--- src/rtl/ptr_bank_pkg.sv ---
package ptr_bank_pkg;
    // Register-map layout of the bus address space
    localparam int NUM_IDX    = 5;
    localparam int NUM_ADR    = 4;
    localparam int NUM_CTRL   = 7;
    localparam int NUM_STAT   = 4;
    localparam int CIDX_SLOT  = 0;
    localparam int IDX_SLOT0  = CIDX_SLOT + 1;
    localparam int ADR_SLOT0  = IDX_SLOT0 + NUM_IDX;
    localparam int CTRL_SLOT0 = ADR_SLOT0 + NUM_ADR;
    localparam int STAT_SLOT0 = CTRL_SLOT0 + NUM_CTRL;
    localparam int NUM_SPACES = NUM_IDX + NUM_ADR;
    localparam int SPACE_W    = 4;

    typedef enum logic [SPACE_W-1:0] {
        SP_VECTOR   = 4'd0,
        SP_HDRTRL   = 4'd1,
        SP_MACRO    = 4'd2,
        SP_SEQ      = 4'd3,
        SP_BRIDGE   = 4'd4,
        SP_SCAN_IN  = 4'd5,
        SP_SCAN_OUT = 4'd6,
        SP_EXPECT   = 4'd7,
        SP_MASK     = 4'd8
    } space_e;
endpackage

--- src/rtl/ptr_reg.sv ---
module ptr_reg #(
    parameter int W = 12
) (
    input  logic         clk,
    input  logic         rst_n,
    input  logic [W-1:0] rst_val,
    input  logic         ld,
    input  logic [W-1:0] ld_val,
    input  logic         inc,
    output logic [W-1:0] q
);
    always_ff @(posedge clk) begin
        if (!rst_n)   q <= rst_val;
        else if (ld)  q <= ld_val;
        else if (inc) q <= q + W'(1);
    end

    // a load wins over an increment
    assert_load_wins_R6: assert property (@(posedge clk) disable iff (!rst_n)
        ld |=> q == $past(ld_val));
    // increment by one, wrapping at the top
    assert_step_wrap_R8: assert property (@(posedge clk) disable iff (!rst_n)
        (inc && !ld) |=> q == $past(q) + W'(1));
    // idle pointer holds
    assert_idle_hold_R5: assert property (@(posedge clk) disable iff (!rst_n)
        (!inc && !ld) |=> $stable(q));
endmodule

--- src/rtl/ptr_decode.sv ---
module ptr_decode
    import ptr_bank_pkg::*;
#(
    parameter int BUS_AW       = 5,
    parameter int MEM_WIN_BASE = 24
) (
    input  logic                clk,
    input  logic                rst_n,
    input  logic [BUS_AW-1:0]   bus_addr,
    input  logic                bus_wr,
    input  logic                bus_rd,
    output logic                cidx_we,
    output logic [NUM_IDX-1:0]  idx_we,
    output logic [NUM_ADR-1:0]  adr_we,
    output logic [NUM_CTRL-1:0] ctrl_we,
    output logic [NUM_STAT-1:0] stat_re,
    output logic                rd_mem_sel
);
    assign cidx_we    = bus_wr && (bus_addr == BUS_AW'(CIDX_SLOT));
    assign rd_mem_sel = (bus_addr >= BUS_AW'(MEM_WIN_BASE));

    for (genvar i = 0; i < NUM_IDX; i++) begin : g_idx
        assign idx_we[i] = bus_wr && (bus_addr == BUS_AW'(IDX_SLOT0 + i));
    end
    for (genvar j = 0; j < NUM_ADR; j++) begin : g_adr
        assign adr_we[j] = bus_wr && (bus_addr == BUS_AW'(ADR_SLOT0 + j));
    end
    for (genvar c = 0; c < NUM_CTRL; c++) begin : g_ctrl
        assign ctrl_we[c] = bus_wr && (bus_addr == BUS_AW'(CTRL_SLOT0 + c));
    end
    for (genvar s = 0; s < NUM_STAT; s++) begin : g_stat
        assign stat_re[s] = bus_rd && (bus_addr == BUS_AW'(STAT_SLOT0 + s));
    end

    assert_ctrl_onehot_R9: assert property (@(posedge clk) disable iff (!rst_n)
        $onehot0(ctrl_we));
    assert_ctrl_wr_only_R9: assert property (@(posedge clk) disable iff (!rst_n)
        (|ctrl_we) |-> (bus_wr && !bus_rd));
    assert_stat_onehot_R10: assert property (@(posedge clk) disable iff (!rst_n)
        $onehot0(stat_re));
    assert_stat_rd_only_R10: assert property (@(posedge clk) disable iff (!rst_n)
        (|stat_re) |-> (bus_rd && !bus_wr));
    assert_memsel_excl_R11: assert property (@(posedge clk) disable iff (!rst_n)
        rd_mem_sel |-> (ctrl_we == '0 && stat_re == '0 && !cidx_we));
    assert_one_ptr_write_R6: assert property (@(posedge clk) disable iff (!rst_n)
        $onehot0({cidx_we, idx_we, adr_we}));
endmodule

--- src/rtl/ptr_bank.sv ---
module ptr_bank
    import ptr_bank_pkg::*;
#(
    parameter int BUS_AW       = 5,
    parameter int PTR_W        = 12,
    parameter int MEM_WIN_BASE = 24,
    parameter logic [NUM_ADR*PTR_W-1:0] ADDR_BASES =
        {12'hC00, 12'h800, 12'h400, 12'h000}
) (
    input  logic                      clk,
    input  logic                      rst_n,
    input  logic [BUS_AW-1:0]         bus_addr,
    input  logic                      bus_wr,
    input  logic                      bus_rd,
    input  logic [PTR_W-1:0]          bus_wdata,
    input  logic                      acc_strobe,
    input  logic [SPACE_W-1:0]        acc_space,
    output logic [PTR_W-1:0]          common_idx,
    output logic [NUM_IDX*PTR_W-1:0]  idx_ptrs,
    output logic [NUM_ADR*PTR_W-1:0]  addr_ptrs,
    output logic [NUM_CTRL-1:0]       ctrl_we,
    output logic [NUM_STAT-1:0]       stat_re,
    output logic                      rd_mem_sel
);
    logic                cidx_we;
    logic [NUM_IDX-1:0]  idx_we;
    logic [NUM_ADR-1:0]  adr_we;

    ptr_decode #(.BUS_AW(BUS_AW), .MEM_WIN_BASE(MEM_WIN_BASE)) u_dec (
        .clk        (clk),
        .rst_n      (rst_n),
        .bus_addr   (bus_addr),
        .bus_wr     (bus_wr),
        .bus_rd     (bus_rd),
        .cidx_we    (cidx_we),
        .idx_we     (idx_we),
        .adr_we     (adr_we),
        .ctrl_we    (ctrl_we),
        .stat_re    (stat_re),
        .rd_mem_sel (rd_mem_sel)
    );

    // common index: written only, never advanced
    ptr_reg #(.W(PTR_W)) u_cidx (
        .clk     (clk),
        .rst_n   (rst_n),
        .rst_val ('0),
        .ld      (cidx_we),
        .ld_val  (bus_wdata),
        .inc     (1'b0),
        .q       (common_idx)
    );

    for (genvar i = 0; i < NUM_IDX; i++) begin : g_idx
        logic bump;
        assign bump = acc_strobe && (acc_space == SPACE_W'(i));
        ptr_reg #(.W(PTR_W)) u_reg (
            .clk     (clk),
            .rst_n   (rst_n),
            .rst_val ('0),
            .ld      (idx_we[i]),
            .ld_val  (bus_wdata),
            .inc     (bump),
            .q       (idx_ptrs[i*PTR_W +: PTR_W])
        );
    end

    for (genvar j = 0; j < NUM_ADR; j++) begin : g_adr
        localparam logic [PTR_W-1:0] BASE = ADDR_BASES[j*PTR_W +: PTR_W];
        logic             bump;
        logic             load;
        logic [PTR_W-1:0] load_val;
        assign bump     = acc_strobe && (acc_space == SPACE_W'(NUM_IDX + j));
        assign load     = adr_we[j] || cidx_we;
        assign load_val = adr_we[j] ? bus_wdata : (BASE + bus_wdata);
        ptr_reg #(.W(PTR_W)) u_reg (
            .clk     (clk),
            .rst_n   (rst_n),
            .rst_val (BASE),
            .ld      (load),
            .ld_val  (load_val),
            .inc     (bump),
            .q       (addr_ptrs[j*PTR_W +: PTR_W])
        );

        // common-index write fans out as base plus offset (wraps)
        assert_fanout_R2: assert property (@(posedge clk) disable iff (!rst_n)
            (bus_wr && bus_addr == BUS_AW'(CIDX_SLOT))
            |=> addr_ptrs[j*PTR_W +: PTR_W] == BASE + $past(bus_wdata));
    end

    assert_cidx_no_inc_R5: assert property (@(posedge clk) disable iff (!rst_n)
        !(bus_wr && bus_addr == BUS_AW'(CIDX_SLOT)) |=> $stable(common_idx));
endmodule

--- config.mk ---
export PLATFORM = sky130hd
export DESIGN_NAME = ptr_bank
export DESIGN_NICKNAME = d
export VERILOG_FILES = /design/src/rtl/ptr_bank_pkg.sv /design/src/rtl/ptr_reg.sv /design/src/rtl/ptr_decode.sv /design/src/rtl/ptr_bank.sv
export SDC_FILE = /design/constraint.sdc
export NUM_CORES = 1
export LEC_CHECK = 0
export BUFFER_PORTS_ARGS = -buffer_cell sky130_fd_sc_hd__buf_2
export CAP_MARGIN = 15
export CORE_MARGIN = 4
export CORE_UTILIZATION = 58
export DETAILED_ROUTE_END_ITERATION = 10
export PLACE_DENSITY = 0.82
export SYNTH_ARGS = -nofsm -noshare
export SYNTH_HDL_FRONTEND = slang
export SYNTH_SLANG_ARGS = --single-unit
--- constraint.sdc ---
create_clock -name clk -period 2.5 [get_ports clk]
set_input_delay 0.375 -clock clk [delete_from_list [all_inputs] [get_ports clk]]
set_output_delay 0.375 -clock clk [all_outputs]
set_load 0.03 [all_outputs]
Yosys cells after proc, flatten, opt, wreduce, memory -nomap -nowiden
Cells that the tools add are included.
{"block": "totals", "ff_bits": 120, "latch_bits": 0, "mem_bits_rw": 0, "rom_bits": 0, "out_inout_bits": 132, "elab_cells": 117, "mem_count": 0}
{"block": "op_classes", "add_sub_neg": 12, "multipliers": 0, "div_mod_pow": 0, "magnitude_cmp": 1, "eq_ne": 28, "n_shift": 0, "mux": 21, "bitwise": 0, "reduce_logical": 45}
{"cell": "$mux W12", "n": 21}
{"cell": "$add A12 B1 Y12 const B", "n": 9}
{"cell": "$eq A5 B4 Y1 const B", "n": 8}
{"cell": "$logic_and A1 B1 Y1", "n": 30}
{"cell": "$eq A5 B5 Y1 const B", "n": 5}
{"cell": "$add A12 B12 Y12 const A", "n": 2}
{"cell": "$eq A5 B3 Y1 const B", "n": 4}
{"cell": "$reduce_bool A2 Y1", "n": 9}
{"cell": "$eq A4 B3 Y1 const B", "n": 4}
{"cell": "$add A11 B12 Y12 const A", "n": 1}
{"cell": "$eq A5 B2 Y1 const B", "n": 2}
{"cell": "$eq A4 B2 Y1 const B", "n": 2}
{"cell": "$eq A5 B1 Y1 const B", "n": 1}
{"cell": "$ge A5 B5 Y1 const B", "n": 1}
{"cell": "$logic_not A5 Y1", "n": 1}
{"cell": "$eq A4 B1 Y1 const B", "n": 1}
{"cell": "$eq A4 B4 Y1 const B", "n": 1}
{"cell": "$logic_not A4 Y1", "n": 1}
{"cell": "$logic_or A1 B1 Y1", "n": 4}

Depth between registers and ports, before layout
Gate-level depths: netlist (run 1).
{"block": "depth", "ltp_word": 4, "ltp_mapped": 7}

Modules after synthesis
Synthesis (run 1) repeated with hierarchy kept, for this count alone.
{"block": "unflattened", "cells_unflattened": 931, "area_unflattened_um2": 8658.3}
{"module": "ptr_reg", "n_inst": 10, "cells_each": 87, "area_per_inst_um2": 829.5, "seq_area_each_um2": 360.3}
{"module": "ptr_decode", "n_inst": 1, "cells_each": 33, "area_per_inst_um2": 191.4, "seq_area_each_um2": 0.0}
{"module": "ptr_bank", "n_inst": 1, "cells_each": 28, "area_per_inst_um2": 171.4, "seq_area_each_um2": 0.0}

Least setup slack after synthesis (run 1)
Ideal clock, no wire load.
{"block": "synth_path", "path_kind": "input -> output", "start": "input port bus_addr[0]", "end": "output port stat_re[3]", "arrival_time_ps": 1568, "t_required_ps": 2125, "path_slack_ps": 557, "stages": 4, "path_cell_list": "buf_1 -> nor2_1 -> nand3_1 -> nor3b_1"}
{"block": "synth_via", "elab_chain_len": 2}
{"element": "start, declared", "line_no": "ptr_bank.sv:12", "text": "input logic [BUS_AW-1:0] bus_addr,"}
{"element": "$eq A5 B5 Y1", "line_no": "ptr_decode.sv:32", "text": "assign stat_re[s] = bus_rd && (bus_addr == BUS_AW'(STAT_SLOT0 + s));"}
{"element": "$logic_and A1 B1 Y1", "line_no": "ptr_decode.sv:32"}
{"element": "end, declared", "line_no": "ptr_bank.sv:22", "text": "output logic [NUM_STAT-1:0] stat_re,"}
Every way passes these cells.

Final worst setup path (run 1)
{"block": "layout_path", "start": "input port bus_addr[2]", "end": "output port ctrl_we[0]"}
{"block": "layout_via", "elab_chain_len": 2}
{"element": "$eq A5 B4 Y1", "line_no": "ptr_decode.sv:29", "text": "assign ctrl_we[c] = bus_wr && (bus_addr == BUS_AW'(CTRL_SLOT0 + c));"}
{"element": "$logic_and A1 B1 Y1", "line_no": "ptr_decode.sv:29"}
{"element": "end, declared", "line_no": "ptr_bank.sv:21", "text": "output logic [NUM_CTRL-1:0] ctrl_we,"}
Every way passes these cells.

==> results of run 1 <==
-- synthesized netlist by cell type (all sizes together), types with 2 or more instances --
| cell type | number | area share |
|---|---|---|
| a211oi | 33 | 0.039 |
| a21oi | 77 | 0.060 |
| a311oi | 5 | 0.0068 |
| a31oi | 3 | 0.0029 |
| and2 | 6 | 0.0059 |
| and3 | 13 | 0.013 |
| and4 | 9 | 0.012 |
| buf | 6 | 0.0057 |
| clkbuf | 50 | 0.030 |
| dfxtp | 120 | 0.38 |
| ha | 9 | 0.018 |
| inv | 4 | 0.0023 |
| mux2i | 6 | 0.0094 |
| nand2 | 77 | 0.045 |
| nand2b | 5 | 0.0049 |
| nand3 | 41 | 0.032 |
| nand3b | 3 | 0.0035 |
| nand4 | 32 | 0.031 |
| nor2 | 76 | 0.045 |
| nor2b | 5 | 0.0049 |
| nor3 | 16 | 0.018 |
| nor3b | 4 | 0.0055 |
| nor4 | 5 | 0.0072 |
| nor4b | 3 | 0.0088 |
| o211ai | 3 | 0.0035 |
| o21ai | 73 | 0.057 |
| or3 | 2 | 0.0020 |
| xnor2 | 48 | 0.066 |
| xor2 | 50 | 0.068 |
-- cell families after synthesis --
kind of cell,Yosys count,share of synthesized area
AOI/OAI and AO/OA,201,0.1789
adders and majority gates,9,0.01761
DFF,120,0.3757
xor gates and xnor gates,98,0.1342
buffers and inverters,60,0.03816
muxes,6,0.009394
and+or+nand+nor,302,0.2460
-- final timing paths --
path | from | end | slack [ns] | depth (start not counted)
min | bus_wdata[1] | u_cidx.q[1] | 0.25 | 3
max | bus_addr[2] | ctrl_we[0] | 0.70 | 5
min reg2reg | u_cidx.q[6] | u_cidx.q[6] | 0.45 | 2
max reg2reg | g_idx[4].u_reg.q[2] | g_idx[4].u_reg.q[11] | 0.93 | 4
-- where the power goes --
group          internal (mW)  switching [mW]
Sequential              1.95          0.0444
Combinational          0.115           0.295
Clock                   1.38           0.938
-- routing by layer --
layer / global-route usage / vias up
met5: 0 / -
met4: 0.1370 / 0
met3: 0.07059 / 54
met2: 0.4471 / 329
met1: 0.4044 / 2931
li1: - / 3095
-- sequential cells by signal, indices dropped and copies added (netlist names) --
register	flops
g_adr.u_reg.q	48
g_idx.u_reg.q	60
u_cidx.q	12
-- worst max-delay path: stages --
cell and delay (ns):
buf_2 0.17, nor3b_1 0.43, nand2_1 0.13, nor2_1 0.12
buf_2 0.20
-- area by class of cell --
| type | instances | area share |
|---|---|---|
| repair buffers | 169 | 0.1126 |
| well taps | 140 | 0.02252 |
| multi-input cells | 616 | 0.4818 |
| inverters | 4 | 0.001931 |
| flip-flops and latches | 120 | 0.3089 |
| clock inverters | 13 | 0.01544 |
| clock buffers | 19 | 0.05679 |
==> impl_metrics.yaml, run 1 <==
status:
  status: "complete, no violations"
routing:
  ant_nets: 0
  vias: 6409
  wl_per_cell_um: 17.75
  wl_um: 19190
  dr.pass1.iters: 6
  drt-vias-per-instance: 5.929
  drc_errors: 0
  wirelength_met1_um: 8069
  dr_wl_met3_um: 1815
  topRoutingLayerUsed: "met4"
  first_iter_violations: 671
  wl_met2_um: 8631
synth:
  yosysWarnings: 0
  synth_nets: 831
  synth-edff-count: 0
  ys_ff_latch: 120
  ys_seq_area_frac: 0.3757
  synth_cell_types: 51
  syn_area_sq_um: 6394
  synth_area_per_cell_sq_um: 8.032
  synth-async-reset-ratio: 0
  synth_ff_type: "dfxtp_1"
  synthCells: 796
sta:
  min_period_ns: 1.802
  fin_crit_sh: 0.7209
  slew_violations: 0
  fmax_mhz: 554.8
  rsz0062_at_grt: "false"
  worst_hold_slack_ns: 0.2499
  setup_slack_ns: 0.6976
  hold_violations: 0
  tns_ns: 0
  setup_viol: 0
  relSlewSlack: 0.4719
  worst_pin_slew_ns: 0.7903
  clock_skew_ns: 0.007296
clocking:
  path_clk_slew_ns: 0.06
  cts_setup_buffers: 0
  cts_tree: "yes"
  holdBufCountCts: 0
  numCtsBuffers: 17
  clockBufferDepth: 2
  insertion_delay_ns: 0.51
  cts_max_level: 4
  cts_sinks: 120
  clockRootBuffer: "clkbuf_8"
  cts_resized: 0
global_routing:
  grt_max_degree: 72
  grt_pass1_vias: 5928
  grt.overflow.total: 0
  track_usage: 0.2972
  antenna_found_initial: 0
  grt_pass1_wl_um: 30730
critical_path:
  critical_path_class: "input pin to output pin"
  crit_fanout: 11
  arrival_ns: 1.43
  start_kind: "input pin"
  worst-endpoint-required_ns: 2.12
  end_kind: "output pin"
layout:
  final_common_cell: "buf_2"
  layout.area.seq_sq_um: 2402
  drive_gt1_frac: 0.2253
  design_area_sq_um: 7777
  instances_no_fill: 1081
  n_antenna_cell: 0
  fill_cells: 841
  layout_common_cells: "buf_2, dfxtp_1, nand2_1, a21oi_1, nor2_1"
  final_util: 0.7206
  syn2layout_area_growth_pct: 21.64
  final_nets: 963
  multiInputGateArea_sq_um: 3747
hold_path:
  hp-class: "input pin to register"
job:
  cap_violations: 0
floorplanning:
  ioPinCount: 158
  die_area_sq_um: 12770
  core_sq_um: 10790
  rows: 38
  die_height_um: 113.0
  fp.dieW_um: 113.0
  start_util: 0.5924
pwr:
  power.density_nw_per_um2: 607.0
  p_leak_nw: 3.104
  vdd_drop_max_v: 0.0003551
  finalPower_mw: 4.721
placement:
  dp_worst_setup_slack_ns: 0.3916
  post_dp_cell_area_sq_um: 7216
  gp_congestion: 0.8594
  port_buffers: 157
  placed_cells: 1049
  dpl.hpwl_um: 12700
(Power assumes the default switching activity.)
==> run 2, diff against run 1 <==
--- a/config.mk
+++ b/config.mk
@@ -8,9 +8,9 @@
 export BUFFER_PORTS_ARGS = -buffer_cell sky130_fd_sc_hd__buf_2
 export CAP_MARGIN = 15
 export CORE_MARGIN = 4
-export CORE_UTILIZATION = 58
+export CORE_UTILIZATION = 49
 export DETAILED_ROUTE_END_ITERATION = 10
-export PLACE_DENSITY = 0.82
+export PLACE_DENSITY = 0.73
 export SYNTH_ARGS = -nofsm -noshare
 export SYNTH_HDL_FRONTEND = slang
 export SYNTH_SLANG_ARGS = --single-unit
==> constraint.sdc (replaced) <==
create_clock -name clk -period 1.65 [get_ports clk]
set_input_delay 0.2475 -clock clk [delete_from_list [all_inputs] [get_ports clk]]
set_output_delay 0.2475 -clock clk [all_outputs]
set_load 0.03 [all_outputs]
==> impl_metrics.yaml, run 2 (synthesis gave the netlist of run 1 again) <==
floorplanning:
  start_util: 0.5026
  core_sq_um: 12720
  fp.dieW_um: 122.2
  ioPinCount: 158
  rows: 41
  die_area_sq_um: 14940
  die_height_um: 122.2
global_routing:
  grt_max_degree: 40
  grt.overflow.total: 0
  grt_pass1_wl_um: 31880
  antenna_found_initial: 0
  track_usage: 0.2720
  grt_pass1_vias: 6079
layout:
  drive_gt1_frac: 0.2723
  syn2layout_area_growth_pct: 33.09
  top_regs: "g_idx.u_reg.q: 60 flops, g_adr.u_reg.q: 48 flops, u_cidx.q: 12 flops"
  final_common_cell: "buf_2"
  layout.area.seq_sq_um: 2402
  n_antenna_cell: 0
  design_area_sq_um: 8509
  largest_register_ffs: 60
  top_register: "g_idx.u_reg.q"
  fill_cells: 1098
  layout_common_cells: "buf_2, dfxtp_1, nand2_1, a21oi_1, nor2_1"
  multiInputGateArea_sq_um: 3757
  final_nets: 1021
sta:
  clock_skew_ns: 0.006413
  setup_slack_ns: 0.1373
  tns_ns: 0
  hold_violations: 0
  fin_crit_sh: 0.9168
  min_period_ns: 1.513
  relSlewSlack: 0.6860
  setup_viol: 0
  rsz0062_at_grt: "false"
  worst_pin_slew_ns: 0.4690
  slew_violations: 0
  fmax_mhz: 661.1
routing:
  vias: 6591
  dr.pass1.iters: 5
  first_iter_violations: 570
  ant_nets: 0
  wl_per_cell_um: 17.24
  wl_um: 20180
  drc_errors: 0
  drt-vias-per-instance: 5.629
clocking:
  numCtsBuffers: 17
  path_clk_slew_ns: 0.06
  cts_max_level: 4
  clockRootBuffer: "clkbuf_16"
  cts_tree: "yes"
  clockBufferDepth: 2
  cts_sinks: 120
  insertion_delay_ns: 0.42
  holdBufCountCts: 0
critical_path:
  crit_fanout: 13
  critical_path_class: "input pin to output pin"
  end_kind: "output pin"
  start_kind: "input pin"
  r2r_cells: 5
  r2r-end: "g_adr[2].u_reg.q[11]"
  ff2ff_setup_slack_ns: 0.18
  regToRegStartpoint: "g_adr[2].u_reg.q[3]"
  arrival_ns: 1.27
  worst-endpoint-required_ns: 1.40
pwr:
  swShare: 0.2297
  switching_power_mw: 1.893
  p_int_mw: 6.347
  seqPwrFrac: 0.366
  power.density_nw_per_um2: 968.3
  p_clk_frac: 0.547
  p_leak_nw: 3.511
  vdd_drop_max_v: 0.0006365
  pwr-share-comb: 0.087
status:
  status: "complete, no violations"
placement:
  dp_worst_setup_slack_ns: -0.1597
  gp_congestion: 0.8705
  post_dp_cell_area_sq_um: 7784
  port_buffers: 157
  dpl.hpwl_um: 13930
hold_path:
  min_delay_path_depth: 3
  hp-start: "bus_wdata[6]"
  hold_end: "u_cidx.q[6]"
  hp-class: "input pin to register"
job:
  cap_violations: 0
-- run 2: metrics by stage --
step | power, mW | instances | hold WS (ns) | util
final | 8.240 | 1171 | 0.2374 | 0.6689
after global placement | 3.776 | 1139 | 0.4387 | 0.6118
after global routing | 8.466 | 1171 | 0.2471 | 0.6689
after floorplan | 3.482 | 796 | 0.4618 | -
after CTS | 8.268 | 1171 | 0.2126 | 0.6685
after detailed placement | 3.783 | 1139 | 0.4472 | 0.6118
-- run 2: timing repair --
item,CTS,global route
setup buffers,0,0
hold endpoints to repair,0,0
setup endpoints to repair,0,1
resized for setup,0,1
-- run 2: power by group through the flow --
stage	logic [mW]	registers (mW)	clock network [mW]
after floorplan	0.300	3.18	0
after global placement	0.701	3.07	0
after detailed placement	0.707	3.08	0
after CTS	0.712	3.01	4.54
after global routing	0.770	3.02	4.67
final	0.720	3.02	4.50
-- run 2: critical path, stage by stage --
cell and delay, ns:
buf_2 0.08, buf_4 0.18, nor2b_1 0.33, nor2b_1 0.20, buf_2 0.21
-- run 2: layout make-up --
cell class | instances | area share
multi-input combinational | 616 | 0.4416
sequential | 120 | 0.2823
timing repair buffer | 227 | 0.1644
clock buffer | 21 | 0.05646
clock inverter | 11 | 0.02823
tap | 172 | 0.02529
inverter | 4 | 0.001764
-- run 2: how the worst max path moves through the flow --
stage / end / slack, ns / from / cells past startpoint
floorplan: ctrl_we[2] / 0.01 / bus_addr[3] / 3
global placement: g_idx[3].u_reg.q[5] / -0.14 / acc_space[2] / 8
detailed placement: g_idx[0].u_reg.q[11] / -0.16 / acc_space[2] / 7
CTS: ctrl_we[1] / 0.1 / bus_addr[4] / 6
global route: ctrl_we[2] / 0.04 / bus_addr[4] / 6
finish: ctrl_we[3] / 0.14 / bus_addr[0] / 5
-- run 2: metal layers --
metal,GRT usage,part of all wire,up-vias
li1,-,-,3213
met1,0.3789,0.44,3063
met2,0.4246,0.45,289
met3,0.05300,0.086,26
met4,0.08957,0.018,0
met5,0,0,-
==> run 3, diff against run 2 <==
==> constraint.sdc (replaced) <==
create_clock -name clk -period 1.65 [get_ports clk]
set_input_delay 0.2475 -clock clk [delete_from_list [all_inputs] [get_ports clk]]
set_output_delay 0.2475 -clock clk [all_outputs]
set_load 0.01 [all_outputs]
==> impl_metrics.yaml, run 3 (synthesis gave the netlist of run 1 again) <==
status:
  status: "complete, no violations"
critical_path:
  arrival_ns: 1.83
  crit_fanout: 4
  cpMostUsedCell: "nand4_1"
  path_cells: "nand4_1 -> nor4_4 -> nand4_1 -> xor2_1 -> a21oi_1"
  end_kind: "register"
  start_kind: "register"
  critical_path_class: "register to register"
  worst-endpoint-required_ns: 1.99
  crit_slowest_cell: "dfxtp_1"
  max_stage_delay_ns: 0.41
  regToRegStartpoint: "g_idx[0].u_reg.q[4]"
  startpoint: "g_idx[0].u_reg.q[4]"
sta:
  rsz0062_at_grt: "false"
  slew_violations: 0
  worst_hold_slack_ns: 0.1655
  clock_skew_ns: 0.006400
  setup_viol: 0
  fin_crit_sh: 0.9030
  min_period_ns: 1.490
  fmax_mhz: 671.2
  relSlewSlack: 0.7439
  hold_violations: 0
  worst_pin_slew_ns: 0.3806
  setup_slack_ns: 0.1601
layout:
  n_antenna_cell: 0
  final_nets: 1026
  layout.area.seq_sq_um: 2402
  syn2layout_area_growth_pct: 31.98
  fill_cells: 1121
  top_regs: "g_idx.u_reg.q: 60 flops, g_adr.u_reg.q: 48 flops, u_cidx.q: 12 flops"
  layout_common_cells: "buf_2, dfxtp_1, nand2_1, a21oi_1, nor2_1"
  final_common_cell: "buf_2"
  design_area_sq_um: 8438
  largest_register_ffs: 60
  top_register: "g_idx.u_reg.q"
  drive_gt1_frac: 0.2729
  multiInputGateArea_sq_um: 3754
floorplanning:
  rows: 41
  start_util: 0.5026
  die_area_sq_um: 14940
  fp.dieW_um: 122.2
  die_height_um: 122.2
  ioPinCount: 158
  core_sq_um: 12720
routing:
  dr.pass1.iters: 5
  first_iter_violations: 637
  wl_um: 20160
  vias: 6603
  ant_nets: 0
  wl_per_cell_um: 17.14
  drt-vias-per-instance: 5.615
  drc_errors: 0
pwr:
  swShare: 0.2337
  pwr-share-comb: 0.082
  seqPwrFrac: 0.398
  p_int_mw: 5.809
  power.density_nw_per_um2: 898.4
  p_clk_frac: 0.520
  vdd_drop_max_v: 0.0006904
  switching_power_mw: 1.772
  p_leak_nw: 3.490
global_routing:
  grt.overflow.total: 0
  track_usage: 0.2692
  grt_pass1_wl_um: 31490
  grt_max_degree: 33
  antenna_found_initial: 0
  grt_pass1_vias: 5862
clocking:
  clockBufferDepth: 2
  cts_sinks: 120
  cts_setup_buffers: 0
  numCtsBuffers: 17
  path_clk_slew_ns: 0.06
  cts_tree: "yes"
  insertion_delay_ns: 0.42
  holdBufCountCts: 0
  cts_max_level: 4
  clockRootBuffer: "clkbuf_16"
placement:
  dp_worst_setup_slack_ns: -0.1786
  port_buffers: 157
  dpl.hpwl_um: 14010
  post_dp_cell_area_sq_um: 7804
  gp_congestion: 0.9010
hold_path:
  hp-start: "rst_n"
  hp-class: "input pin to register"
job:
  cap_violations: 0
==> run 3: changes by cell type in the layout (fill, tap and decap cells not counted), sizes merged <==
cell	delta
bufinv	-4
buf	+5
clkbuf	+4
==> run 3: worst max-delay path: cells and delay by family (launching register included) <==
kind	cells	cell delay, ns
AND/OR/NAND/NOR	3	0.72
flip-flops	1	0.41
XOR/XNOR	1	0.16
AO/OA/AOI/OAI	1	0.13
==> run 3: through the flow <==
step	setup TNS (ns)	cells	utilization	total power, mW
after global routing	0	1176	0.6633	7.786
final	0	1176	0.6633	7.581
after detailed placement	-2.167	1144	0.6134	3.692
after global placement	-0.7956	1144	0.6134	3.686
after CTS	0	1176	0.6628	7.597
after floorplan	0	796	-	3.391
==> run 3: worst paths after layout <==
check	to	slack, ns	depth (start not counted)
max	g_idx[0].u_reg.q[11]	0.16	5
min	g_adr[1].u_reg.q[10]	0.17	2
max reg2reg	g_idx[0].u_reg.q[11]	0.16	5
min reg2reg	u_cidx.q[8]	0.45	2
==> run 3: power by group through the flow <==
| stage | sequential, mW | combinational, mW | clock [mW] |
|---|---|---|---|
| 3_3_place_gp | 3.08 | 0.611 | 0 |
| 6_report | 3.02 | 0.625 | 3.94 |
| 3_5_place_dp | 3.08 | 0.617 | 0 |
| 4_1_cts | 3.01 | 0.622 | 3.96 |
| 5_1_grt | 3.02 | 0.678 | 4.08 |
| 2_1_floorplan | 3.10 | 0.294 | 0 |
==> run 3: metal layers <==
layer / GRT usage / wire length [um]
met3: 0.07097 / 1718
met2: 0.4071 / 9104
met1: 0.3714 / 8861
met5: 0 / 0
met4: 0.09587 / 476
==> run 3: layout make-up <==
cell class	count	area share
Clock inverter	7	0.01335
Tap cell	172	0.02550
Clock buffer	25	0.06109
Sequential cell	120	0.2847
Multi-Input combinational cell	616	0.4448
Inverter	4	0.001779
Timing Repair Buffer	232	0.1687
==> run 3: what timing repair did <==
item | 4_1_cts | 5_1_grt
resized for setup | 0 | 1
endpoints found under the setup margin | 0 | 1
endpoints found under the hold margin | 0 | 0
